`src/rtl/cmpdiv_pkg.sv`:
```
package cmpdiv_pkg;

  localparam int NR_W      = 12;
  localparam int SEL_W     = 2;
  localparam int MAX_RATIO = 4;
  localparam int PH_W      = $clog2(MAX_RATIO);
  localparam int N_CHAINS  = 2;

  typedef struct packed {
    logic baseTick;
    logic clearAll;
  } ctlStrobes_t;

  // Post-division ratio minus one for a select code (11 acts as 1).
  function automatic logic [PH_W-1:0] ratioLess1(input logic [SEL_W-1:0] code);
    logic [PH_W-1:0] r;
    case (code)
      2'b01:   r = PH_W'(MAX_RATIO - 1);
      2'b10:   r = PH_W'(1);
      default: r = '0;
    endcase
    return r;
  endfunction

endpackage

```
`src/rtl/cmpdiv_ctrl.sv`:
```
module cmpdiv_ctrl
  import cmpdiv_pkg::*;
#(
  parameter int CNT_W = NR_W
) (
  input  logic             clk,
  input  logic             rst,
  input  logic [CNT_W-1:0] nrVal,
  output ctlStrobes_t      ctl
);

  localparam logic [CNT_W-1:0] UNIT = CNT_W'(1);

  logic [CNT_W-1:0] baseCnt;
  logic [CNT_W-1:0] effNr;
  logic             atTerm;

  always_comb begin
    atTerm       = (baseCnt == '0);
    effNr        = (nrVal <= UNIT) ? UNIT : nrVal;
    ctl.baseTick = atTerm;
    ctl.clearAll = rst;
  end

  always_ff @(posedge clk) begin
    if (rst) begin
      baseCnt <= '0;
    end else if (atTerm) begin
      baseCnt <= effNr - UNIT;
    end else begin
      baseCnt <= baseCnt - UNIT;
    end
  end

  // the base stage fires in the first cycle after reset release
  a_r1_first_tick: assert property (@(posedge clk)
    ($past(rst) && !rst) |-> ctl.baseTick);

  // a division value of 0 or 1 keeps terminal counts back to back
  a_r3_unity_ratio: assert property (@(posedge clk) disable iff (rst)
    (ctl.baseTick && (nrVal <= UNIT)) |=> ctl.baseTick);

endmodule

```
`src/rtl/cmpdiv_post.sv`:
```
module cmpdiv_post
  import cmpdiv_pkg::*;
#(
  parameter int CHAINS = N_CHAINS
) (
  input  logic                         clk,
  input  ctlStrobes_t                  ctl,
  input  logic [CHAINS-1:0][SEL_W-1:0] selBus,
  output logic [CHAINS-1:0]            strobeBus
);

  for (genvar g = 0; g < CHAINS; g++) begin : gChain
    logic [PH_W-1:0] phase;
    logic            fire;

    always_comb fire = ctl.baseTick && (phase == '0);

    always_ff @(posedge clk) begin
      if (ctl.clearAll) begin
        phase        <= '0;
        strobeBus[g] <= 1'b0;
      end else begin
        strobeBus[g] <= fire;
        if (fire) begin
          phase <= ratioLess1(selBus[g]);
        end else if (ctl.baseTick) begin
          phase <= phase - PH_W'(1);
        end
      end
    end

    // a strobe appears only one cycle after a base terminal count
    a_r8_strobe_after_tick: assert property (@(posedge clk) disable iff (ctl.clearAll)
      strobeBus[g] |-> $past(ctl.baseTick));

    // reset leaves the strobe low
    a_r1_reset_clears: assert property (@(posedge clk)
      $past(ctl.clearAll) |-> !strobeBus[g]);
  end

endmodule

```
`src/rtl/cmpStrobeDivider.sv`:
```
module cmpStrobeDivider
  import cmpdiv_pkg::*;
(
  input  logic            clk,
  input  logic            rst,
  input  logic [NR_W-1:0] nrVal,
  input  logic [1:0]      mainSel,
  input  logic [1:0]      auxSel,
  output logic            mainStrobe,
  output logic            auxStrobe
);

  ctlStrobes_t                    ctl;
  logic [N_CHAINS-1:0][SEL_W-1:0] selBus;
  logic [N_CHAINS-1:0]            strobeBus;

  assign selBus[0]  = mainSel;
  assign selBus[1]  = auxSel;
  assign mainStrobe = strobeBus[0];
  assign auxStrobe  = strobeBus[1];

  cmpdiv_ctrl #(.CNT_W(NR_W)) ctrl_i (
    .clk   (clk),
    .rst   (rst),
    .nrVal (nrVal),
    .ctl   (ctl)
  );

  cmpdiv_post #(.CHAINS(N_CHAINS)) post_i (
    .clk       (clk),
    .ctl       (ctl),
    .selBus    (selBus),
    .strobeBus (strobeBus)
  );

endmodule

```
`config.mk`:
```
export PLATFORM = sky130hd
export DESIGN_NAME = cmpStrobeDivider
export DESIGN_NICKNAME = d
export VERILOG_FILES = /design/src/rtl/cmpdiv_pkg.sv /design/src/rtl/cmpdiv_ctrl.sv /design/src/rtl/cmpdiv_post.sv /design/src/rtl/cmpStrobeDivider.sv
export SDC_FILE = /design/constraint.sdc
export NUM_CORES = 1
export LEC_CHECK = 0
export ABC_AREA = 1
export BUFFER_PORTS_ARGS = -buffer_cell sky130_fd_sc_hd__buf_2
export CAP_MARGIN = 20
export CORE_MARGIN = 1.5
export CORE_UTILIZATION = 49
export CTS_CLUSTER_DIAMETER = 100
export DETAILED_ROUTE_END_ITERATION = 16
export PLACE_DENSITY_LB_ADDON = 0.1
export REMOVE_ABC_BUFFERS = 1
export SLEW_MARGIN = 20
export SYNTH_ARGS = -nofsm -noshare
export SYNTH_HDL_FRONTEND = slang
export SYNTH_SLANG_ARGS = --single-unit
```
`constraint.sdc`:
```
create_clock -name clk -period 1.95 [get_ports clk]
set_clock_uncertainty 0.05 [all_clocks]
set_input_delay 0.0975 -clock clk [delete_from_list [all_inputs] [get_ports clk]]
set_output_delay 0.0975 -clock clk [all_outputs]
set_load 0.05 [all_outputs]
```
# --- After elaboration in Yosys (flattened, before gate mapping) ---
# Cells that the tools add are included.
word_totals:
  elab_cells: 29
  latch_bits: 0
  inputBits: 18
  mem_bits_ro: 0
  output_inout_bits: 2
  register_bits: 18
  mem_bits_rw: 0
  memories: 0
classes:
  shifts: 0
  n_bitwise: 0
  n_addsub: 4
  div_mod_pow: 0
  n_reduce_logical: 7
  n_lt_le_gt_ge: 1
  mux: 8
  n_eq_ne: 4
  n_mul: 0
ops:
  columns: ["operator", "n"]
  rows:
  - ["2-to-1 mux 12 bit", 2]
  - ["subtractor 12 x 1 -> 12 bit, second input constant", 2]
  - ["less-or-equal comparator 12 x 1 -> 1 bit, second input constant", 1]
  - ["logical NOT 12 bit", 1]
  - ["2-to-1 mux 2 bit", 4]
  - ["case mux 2 bit (2 select lines)", 2]
  - ["equality test 2 x 1 -> 1 bit, second input constant", 2]
  - ["equality test 2 bit, second input constant", 2]
  - ["logical NOT 2 bit", 2]
  - ["nonzero test 2 bit", 2]
  - ["subtractor 2 x 1 -> 2 bit, second input constant", 2]
  - ["logical AND 1 bit", 2]

# --- Logic depth before layout (Yosys ltp) ---
# Gate-level depths: netlist (run 1).
logic_depth:
  word_depth: 4
  depth_mapped: 16
  ltp_nobuf: 16

# --- Cells and area by module ---
# From an unflattened synthesis (run 1), not the netlist that was laid out.
unflattened:
  hier_cells: 192
  area_unflattened_um2: 1216.2
by_module_without_submodules:
  columns: ["mod", "area_per_inst_um2", "cells_each", "instances"]
  rows:
  - ["cmpdiv_ctrl", 898.4, 148, 1]
  - ["cmpdiv_post", 317.8, 44, 1]

# --- Worst setup path before layout (run 1) ---
# OpenSTA, ideal clock, no wires.
synth_path:
  kind: "reg2reg"
  startpoint: "register ctrl_i.baseCnt[11]"
  endpoint: "register ctrl_i.baseCnt[10]"
  required_ns: 1.785
  stages_incl_launch_ff: 16
  arrival_ns: 1.636
  path_slack_ns: 0.149
  n_path_buf: 0
  path_cell_list: "dfxtp_1 > nor2_1 > nand2_1 > nor2_2 > nand2_1 > inv_1 > nand2_1 > nand2_1 > inv_1 > ha_1 > inv_1 > nor2_1 > nand3_1 > inv_1 > a21oi_1 > nor2_1"
synth_between:
  elab_chain_len: 2
synth_rtl:
  columns: ["item", "line_no", "source"]
  rows:
  - ["start: declaration", "cmpdiv_ctrl.sv:14", "logic [CNT_W-1:0] baseCnt;"]
  - ["start signal: assignment", "cmpdiv_ctrl.sv:29", "baseCnt <= effNr - UNIT;"]
  - ["start signal: assignment", "cmpdiv_ctrl.sv:31", "baseCnt <= baseCnt - UNIT;"]
  - ["logical NOT 12 bit", "cmpdiv_ctrl.sv:19", "atTerm = (baseCnt == '0);"]
  - ["2-to-1 mux 12 bit", "cmpdiv_ctrl.sv:28", "end else if (atTerm) begin"]
# No other way between the ends.
# A chain may end at the register's enable or synchronous reset.

# --- Worst setup path in the final report (run 1) ---
layout_path:
  startpoint: "register ctrl_i.baseCnt[7]"
  endpoint: "register ctrl_i.baseCnt[8]"
layout_between:
  elab_chain_len: 2
layout_rtl:
  columns: ["item", "line_no"]
  rows:
  - ["subtractor 12 x 1 -> 12 bit / logical NOT 12 bit (equally long branches)", "cmpdiv_ctrl.sv:31, cmpdiv_ctrl.sv:19"]
  - ["2-to-1 mux 12 bit (*)", "cmpdiv_ctrl.sv:28"]
# Every way passes the cells marked *; elsewhere a longest branch is shown, timed or not.

==> flow_summary.rst, run 1 <==
.. list-table::
   :header-rows: 1

   * - Metric
     - Value
   * - CTS-repair resized insts
     - 0
   * - Detailed-route wire length
     - around 2.5 mm
   * - Nature of the critical path endpoint
     - flip-flop
   * - Final Wtd Congestion
     - between 0.8 and 0.9
   * - Count of flip-flops with a built-in enable after synthesis
     - 0
   * - Classification of the worst setup path
     - flip-flop to flip-flop
   * - Site row count
     - 17
   * - Worst slew pin tran
     - ~310 ps
   * - Die Span Y
     - about 50 µm
   * - Total grt overflow
     - 0
   * - CP Max Fanout
     - 3
   * - Length of routed met2 wiring
     - around 1.1 mm
   * - Cell chosen for the clock root
     - sky130_fd_sc_hd__clkbuf_4
   * - Stage delay of the slowest cell on the critical path
     - roughly 320 ps
   * - Most frequent cells in the layout
     - 37 x sky130_fd_sc_hd__nand2_1, 31 x sky130_fd_sc_hd__inv_1, 20 x sky130_fd_sc_hd__nor2_1
   * - Min cycle time layout
     - roughly 1800 ps
   * - Setup repair after global routing missed its margin
     - yes
   * - Area of the core region
     - about 2200 µm²
   * - Total placed instance area
     - roughly 1300 µm²
   * - Data arrival time at the worst-slack endpoint
     - around 2000 ps
   * - Post-route core utilization
     - 62.56%
   * - Sequential area share after synthesis
     - approximately a third
   * - Worst slew margin relative to its limit
     - a little under 80%
   * - All-layer global routing usage
     - about a fifth
   * - Setup TNS after final layout
     - 0 ps
   * - Seq cells post-synth
     - 18
   * - Layout Area Growth over Synthesis
     - 20.74%
   * - Timing-limited maximum frequency
     - between 0.5 and 0.6 GHz
   * - Number of nets with antenna violations after routing
     - 0
   * - Number of iterations in the first detailed-routing pass
     - 4
   * - Initial detailed-routing violation count
     - 28
   * - Pin count of the biggest net entering global routing
     - 12
   * - Vias per cell
     - 4.927
   * - Clock-pin slew on the worst setup and hold paths
     - 110 ps
   * - Post-layout power
     - between 0.002 and 0.0025 W
   * - Initial antenna violation count
     - 0
   * - Final max-slew violation count
     - 0
   * - Distinct cell type count after synthesis
     - 26
   * - Worst hold-check path type
     - input port to flip-flop
   * - Depth of the most critical reg-to-reg path
     - 14
   * - Final std cell area, no fill
     - 1384 µm²
   * - Uppermost layer routed
     - met4
   * - Critical path startpoint category
     - flip-flop
   * - Worst-Skew Late Latency
     - just over 300 ps
   * - I/O pins
     - 20
   * - Via count of the first global-routing pass
     - between 1,000 and 1,500
   * - Cell type with the highest aggregate area in the netlist
     - sky130_fd_sc_hd__dfxtp_1
   * - Synth top area share
     - 31.44%
   * - Worst flop-to-flop path startpoint
     - ctrl_i.baseCnt[7]$_SDFF_PP0_
   * - Synth Cell Area
     - 1146 µm²
   * - Post-CTS setup buffer count
     - 0
   * - PwrDens
     - ~1700 nW/µm²
   * - Dpl hpwl
     - between 1.5 and 2 mm
   * - Share of final-layout standard cells stronger than drive strength 1
     - a little under 30%
   * - Met3 Wirelength
     - 118 µm
   * - Level count of the clock H-tree
     - 1
   * - Total of buffers placed on input and output ports
     - 19
   * - Number of clock sinks
     - 18
   * - Number of antenna diodes
     - 0
   * - Total clock buffers created by CTS
     - 3
   * - Leading register cell type out of synthesis
     - sky130_fd_sc_hd__dfxtp_1
   * - Leak pwr
     - between 0.7 and 0.8 nW
   * - Wire length the detailed router placed on met1
     - between 1 and 1.5 mm
   * - Gate count after technology mapping
     - approximately 180
   * - Net count reported at finish
     - 228
   * - Maximum clock path buffer count
     - 2
   * - Floorplan die area
     - roughly 2600 µm²
   * - Critical path cell sequence
     - inv_2, nand2_1, nor2_2, buf_4, nand3_1, nand2_2, ha_2, inv_2, nor2_4, nand2_2, nor2_4, nand3_1, nand2_1, nor2_1
   * - Fraction of registers with async set or reset after synthesis
     - 0%
   * - Result of the run
     - complete, no violations
   * - Count of warnings emitted by yosys
     - 0
   * - Hold Path Cell Cnt
     - 2
   * - Wire length of the first global-routing pass
     - 4.167 mm
   * - Top area cells in the synthesized netlist
     - sky130_fd_sc_hd__dfxtp_1 31%, sky130_fd_sc_hd__nand2_1 13%, sky130_fd_sc_hd__inv_1 10%
   * - Source of the critical timing path
     - ctrl_i.baseCnt[7]$_SDFF_PP0_
   * - Post-CTS Hold Buffers
     - 0
   * - Required time of the critical path
     - 2110 ps
   * - Per-instance average area after synthesis
     - 6.439 µm²
   * - Initial standard-cell utilization of the core
     - 51.81%
   * - Period utilisation layout
     - between 90% and 100%
   * - Number of max-cap violations
     - 0
   * - Total of endpoints with negative setup slack in the final report
     - 0
   * - Hold Startpoint
     - rst
   * - TritonCTS clock tree
     - built
   * - Worst supply voltage drop on vdd
     - ~840 µV
   * - Average routed wire per standard cell
     - between 10 and 15 µm
   * - Slowest cell on crit path
     - sky130_fd_sc_hd__dfxtp_1
   * - Hold violation total from the final report
     - 0
   * - Remaining design rule violation count
     - 0
   * - Leading cell type in the layout, fill and taps excluded
     - sky130_fd_sc_hd__nand2_1
   * - Width of the chip
     - 51.36 µm
   * - Via count
     - roughly 1,100
==> stage by stage <==
stage / setup WS (ps) / hold WS [ps] / cells
4_1_cts: 44.92 / 2.001 / 232
6_report: 157.9 / 5.415 / 232
2_1_floorplan: -419.2 / 109.9 / 173
3_3_place_gp: 131.2 / 338.0 / 228
3_5_place_dp: 70.32 / 340.9 / 228
5_1_grt: -34.40 / 13.49 / 232
==> cell families after synthesis <==
family,share of synthesized area [%]
compound gates,13.10
fa+ha+maj,5.459
buf+inv,14.85
flops,31.44
mux,0.8734
simple gates,34.28
==> layout make-up <==
class	instances	area [µm²]
fillers	216	828.3
multi-input cells	121	665.6
well taps	28	35.03
clock buffers	4	36.28
repair buffers	27	155.1
inverters	34	127.6
flip-flops and latches	18	364.1
==> worst paths after layout <==
path | endpoint | slack (ps)
setup reg to reg | ctrl_i.baseCnt[8]$_SDFF_PP0_ | 160
setup / recovery | ctrl_i.baseCnt[8]$_SDFF_PP0_ | 160
hold reg to reg | post_i.gChain[0].phase[1]$_SDFFE_PP0P_ | 430
hold / removal | ctrl_i.baseCnt[7]$_SDFF_PP0_ | 5
==> metal layers <==
metal  global-route usage [%]  vias to the layer above
li1                         -                      604
met1                    27.72                      504
met2                    34.19                       28
met3                    2.339                        7
met4                    11.84                        0
met5                        0                        -
==> synthesized netlist by cell type (all sizes together) (2+ instances only) <==
cell type and instances:
inv 34, nor3 2, o21ai 10, nand2 42, ha 5, nor2 28
nand3 14, buf 4, dfxtp 18, a21oi 14
==> report_power, final <==
part / leakage [nW] / internal (W) / total (W) / switching [W]
registers: 0.149 / 0.000502 / 0.000551 / 0.0000491
clock network: 0.0210 / 0.000114 / 0.000239 / 0.000125
logic: 0.559 / 0.000553 / 0.00150 / 0.000951
==> sequential cells by signal, summed over array words and instances, names as in the netlist <==
name and cells:
ctrl_i.baseCnt 12, post_i.gChain.phase 4, post_i.strobeBus 2
==> worst max-delay path: cells and delay by family, from the launching register on <==
kind | cells | cell delay (ps)
flip-flops | 1 | 320
AND/OR/NAND/NOR | 10 | 920
buffers and inverters | 3 | 250
adder cells (fa/ha/maj) | 1 | 170
Note: power is estimated with default switching activity, not from simulation.
==> inputs of run 2 (changes only) <==
Settings changed: PLACE_DENSITY set to 0.74, PLACE_DENSITY_LB_ADDON 0.1 to unset.
==> run 2 against run 1 <==
Critical path depth unchanged. Global-route usage decreased by 0.38 points. Worst setup slack got worse by 53 ps. Clock power decreased by 2%. Wire length increased by 2.1%. Core utilization decreased by 0.23 points. First-iteration DRC count decreased by 18%. Sequential power about the same. Flip-flop and latch count unchanged. Critical endpoint is now ctrl_i.baseCnt[10]$_SDFF_PP0_.
==> flow_summary.rst, run 2 (synthesis gave the netlist of run 1 again) <==
.. list-table::
   :header-rows: 1

   * - Metric
     - Value
   * - Result of the run
     - complete, no violations
   * - Biggest registers after layout
     - ctrl_i.baseCnt x12, post_i.gChain.phase x4, post_i.strobeBus x2
   * - Most frequent cells in the layout
     - 38 x sky130_fd_sc_hd__nand2_1, 30 x sky130_fd_sc_hd__inv_1, 20 x sky130_fd_sc_hd__nor2_1
   * - Post-layout power
     - ~0.0023 W
   * - Average routed wire per standard cell
     - 10.72 µm
   * - Setup TNS after final layout
     - 0 ps
   * - Number of nets with antenna violations after routing
     - 0
   * - Detailed-route wire length
     - between 2 and 3 mm
   * - Number of max-cap violations
     - 0
   * - Uppermost layer routed
     - met4
   * - Classification of the worst setup path
     - flip-flop to flip-flop
   * - Hold Startpoint
     - rst
   * - Wire length the detailed router placed on met1
     - around 1.2 mm
   * - Data arrival time at the worst-slack endpoint
     - 2000 ps
   * - Maximum clock path buffer count
     - 2
   * - Critical path startpoint category
     - flip-flop
   * - Leak pwr
     - between 0.7 and 0.8 nW
   * - Initial antenna violation count
     - 0
   * - Worst slew margin relative to its limit
     - between 70% and 80%
   * - Leading cell type in the layout, fill and taps excluded
     - sky130_fd_sc_hd__nand2_1
   * - Worst flop-to-flop path startpoint
     - ctrl_i.baseCnt[2]$_SDFF_PP0_
   * - CP Max Fanout
     - 4
   * - Final Wtd Congestion
     - 0.9053
   * - Source of the critical timing path
     - ctrl_i.baseCnt[2]$_SDFF_PP0_
   * - Share of final-layout standard cells stronger than drive strength 1
     - between 20% and 30%
   * - I/O pins
     - 20
   * - Via count
     - between 1,000 and 1,500
   * - Remaining design rule violation count
     - 0
   * - Total grt overflow
     - 0
   * - Dpl hpwl
     - a little under 2 mm
   * - Length of routed met2 wiring
     - between 1 and 1.5 mm
   * - Worst supply voltage drop on vdd
     - 831.7 µV
   * - Nature of the critical path endpoint
     - flip-flop
   * - Via count of the first global-routing pass
     - 1,014
   * - Post-CTS Hold Buffers
     - 0
   * - Total placed instance area
     - around 1300 µm²
   * - Layout Area Growth over Synthesis
     - 20.31%
   * - Flip-flop count of the largest register after layout
     - 12
   * - Clock-pin slew on the worst setup and hold paths
     - about 110 ps
   * - Total clock buffers created by CTS
     - 3
   * - Number of antenna diodes
     - 0
   * - Level count of the clock H-tree
     - 1
   * - Floorplan die area
     - approximately 2600 µm²
   * - Met3 Wirelength
     - roughly 85 µm
   * - Min cycle time layout
     - 1845 ps
   * - Final std cell area, no fill
     - roughly 1400 µm²
   * - PwrDens
     - around 1700 nW/µm²
   * - Total of buffers placed on input and output ports
     - 19
   * - Cell chosen for the clock root
     - sky130_fd_sc_hd__clkbuf_4
   * - Timing-limited maximum frequency
     - 0.5420 GHz
   * - Number of clock sinks
     - 18
   * - Worst slew pin tran
     - around 310 ps
   * - TritonCTS clock tree
     - built
   * - Worst-Skew Late Latency
     - around 300 ps
   * - Area of the core region
     - roughly 2200 µm²
   * - Die Span Y
     - 51.36 µm
   * - Wire length of the first global-routing pass
     - ~4.2 mm
   * - Top register by number of flip-flops
     - ctrl_i.baseCnt
   * - Period utilisation layout
     - 94.61%
   * - Worst hold-check path type
     - input port to flip-flop
   * - Site row count
     - 17
   * - Width of the chip
     - 51.36 µm
   * - Final max-slew violation count
     - 0
   * - All-layer global routing usage
     - about a fifth
   * - Pin count of the biggest net entering global routing
     - 12
   * - Total of endpoints with negative setup slack in the final report
     - 0
   * - Hold violation total from the final report
     - 0
   * - Initial standard-cell utilization of the core
     - 51.81%
   * - Number of iterations in the first detailed-routing pass
     - 4
   * - Setup repair after global routing missed its margin
     - yes
   * - Net count reported at finish
     - between 200 and 250
   * - Required time of the critical path
     - ~2100 ps
   * - Initial detailed-routing violation count
     - 23
   * - Vias per cell
     - roughly 4.9
-- run 2: cell types whose count changed in the layout (fill, tap and decap cells not counted), sizes merged --
cell  previous run  this run
buf             27        29
-- run 2: worst max-delay path, stage by stage, from the launching register on --
cell and delay, ps:
sky130_fd_sc_hd__dfxtp_2 340, sky130_fd_sc_hd__nor2_2 110, sky130_fd_sc_hd__nand2_1 80, sky130_fd_sc_hd__nor2_2 170
sky130_fd_sc_hd__nand2_2 100, sky130_fd_sc_hd__buf_4 160, sky130_fd_sc_hd__nand2_1 70, sky130_fd_sc_hd__nand2_2 60
sky130_fd_sc_hd__ha_2 170, sky130_fd_sc_hd__inv_2 70, sky130_fd_sc_hd__nor2_4 50, sky130_fd_sc_hd__nand3_2 80
sky130_fd_sc_hd__inv_1 50, sky130_fd_sc_hd__a21oi_1 120, sky130_fd_sc_hd__nor2_1 60
-- run 2: routing by layer --
metal  track usage, %  vias up
li1                 -      608
met4            8.772        0
met5                0        -
met3            3.216        5
met1            26.58      500
met2            35.04       24
-- run 2: what timing repair did --
| item | in CTS | in global routing |
|---|---|---|
| resized for setup | 0 | 14 |
| buffers inserted | 0 | 2 |
| endpoints found under the setup margin | 0 | 4 |
-- run 2: final cells by class --
class / instances / area [µm²]
Fill cell: 228 / 833.3
Sequential cell: 18 / 361.6
Timing Repair Buffer: 29 / 170.2
Inverter: 34 / 127.6
Multi-Input combinational cell: 121 / 648.1
Tap cell: 28 / 35.03
Clock buffer: 4 / 36.28
-- run 2: path summary, 6_finish.rpt --
kind                                             to  slack (ps)  cells past startpoint
max                   ctrl_i.baseCnt[10]$_SDFF_PP0_         110                     14
min                    ctrl_i.baseCnt[7]$_SDFF_PP0_          20                      2
max reg2reg           ctrl_i.baseCnt[10]$_SDFF_PP0_         110                     14
min reg2reg  post_i.gChain[0].phase[1]$_SDFFE_PP0P_         430                      2
-- run 2: power by group --
group / internal [W] / switching [W]
clock network: 0.000114 / 0.000120
registers: 0.000501 / 0.0000529
logic: 0.000557 / 0.000933
-- run 2: stage by stage --
stage | worst slack [ps] | util, % | std cells | hold WS (ps)
6_report | 105.1 | 62.33 | 234 | 18.95
5_1_grt | -19.95 | 62.33 | 234 | 20.00
3_5_place_dp | 82.73 | 58.48 | 228 | 342.1
2_1_floorplan | -419.2 | - | 173 | 109.9
4_1_cts | 56.29 | 60.12 | 232 | 18.95
3_3_place_gp | 114.5 | 58.48 | 228 | 340.8
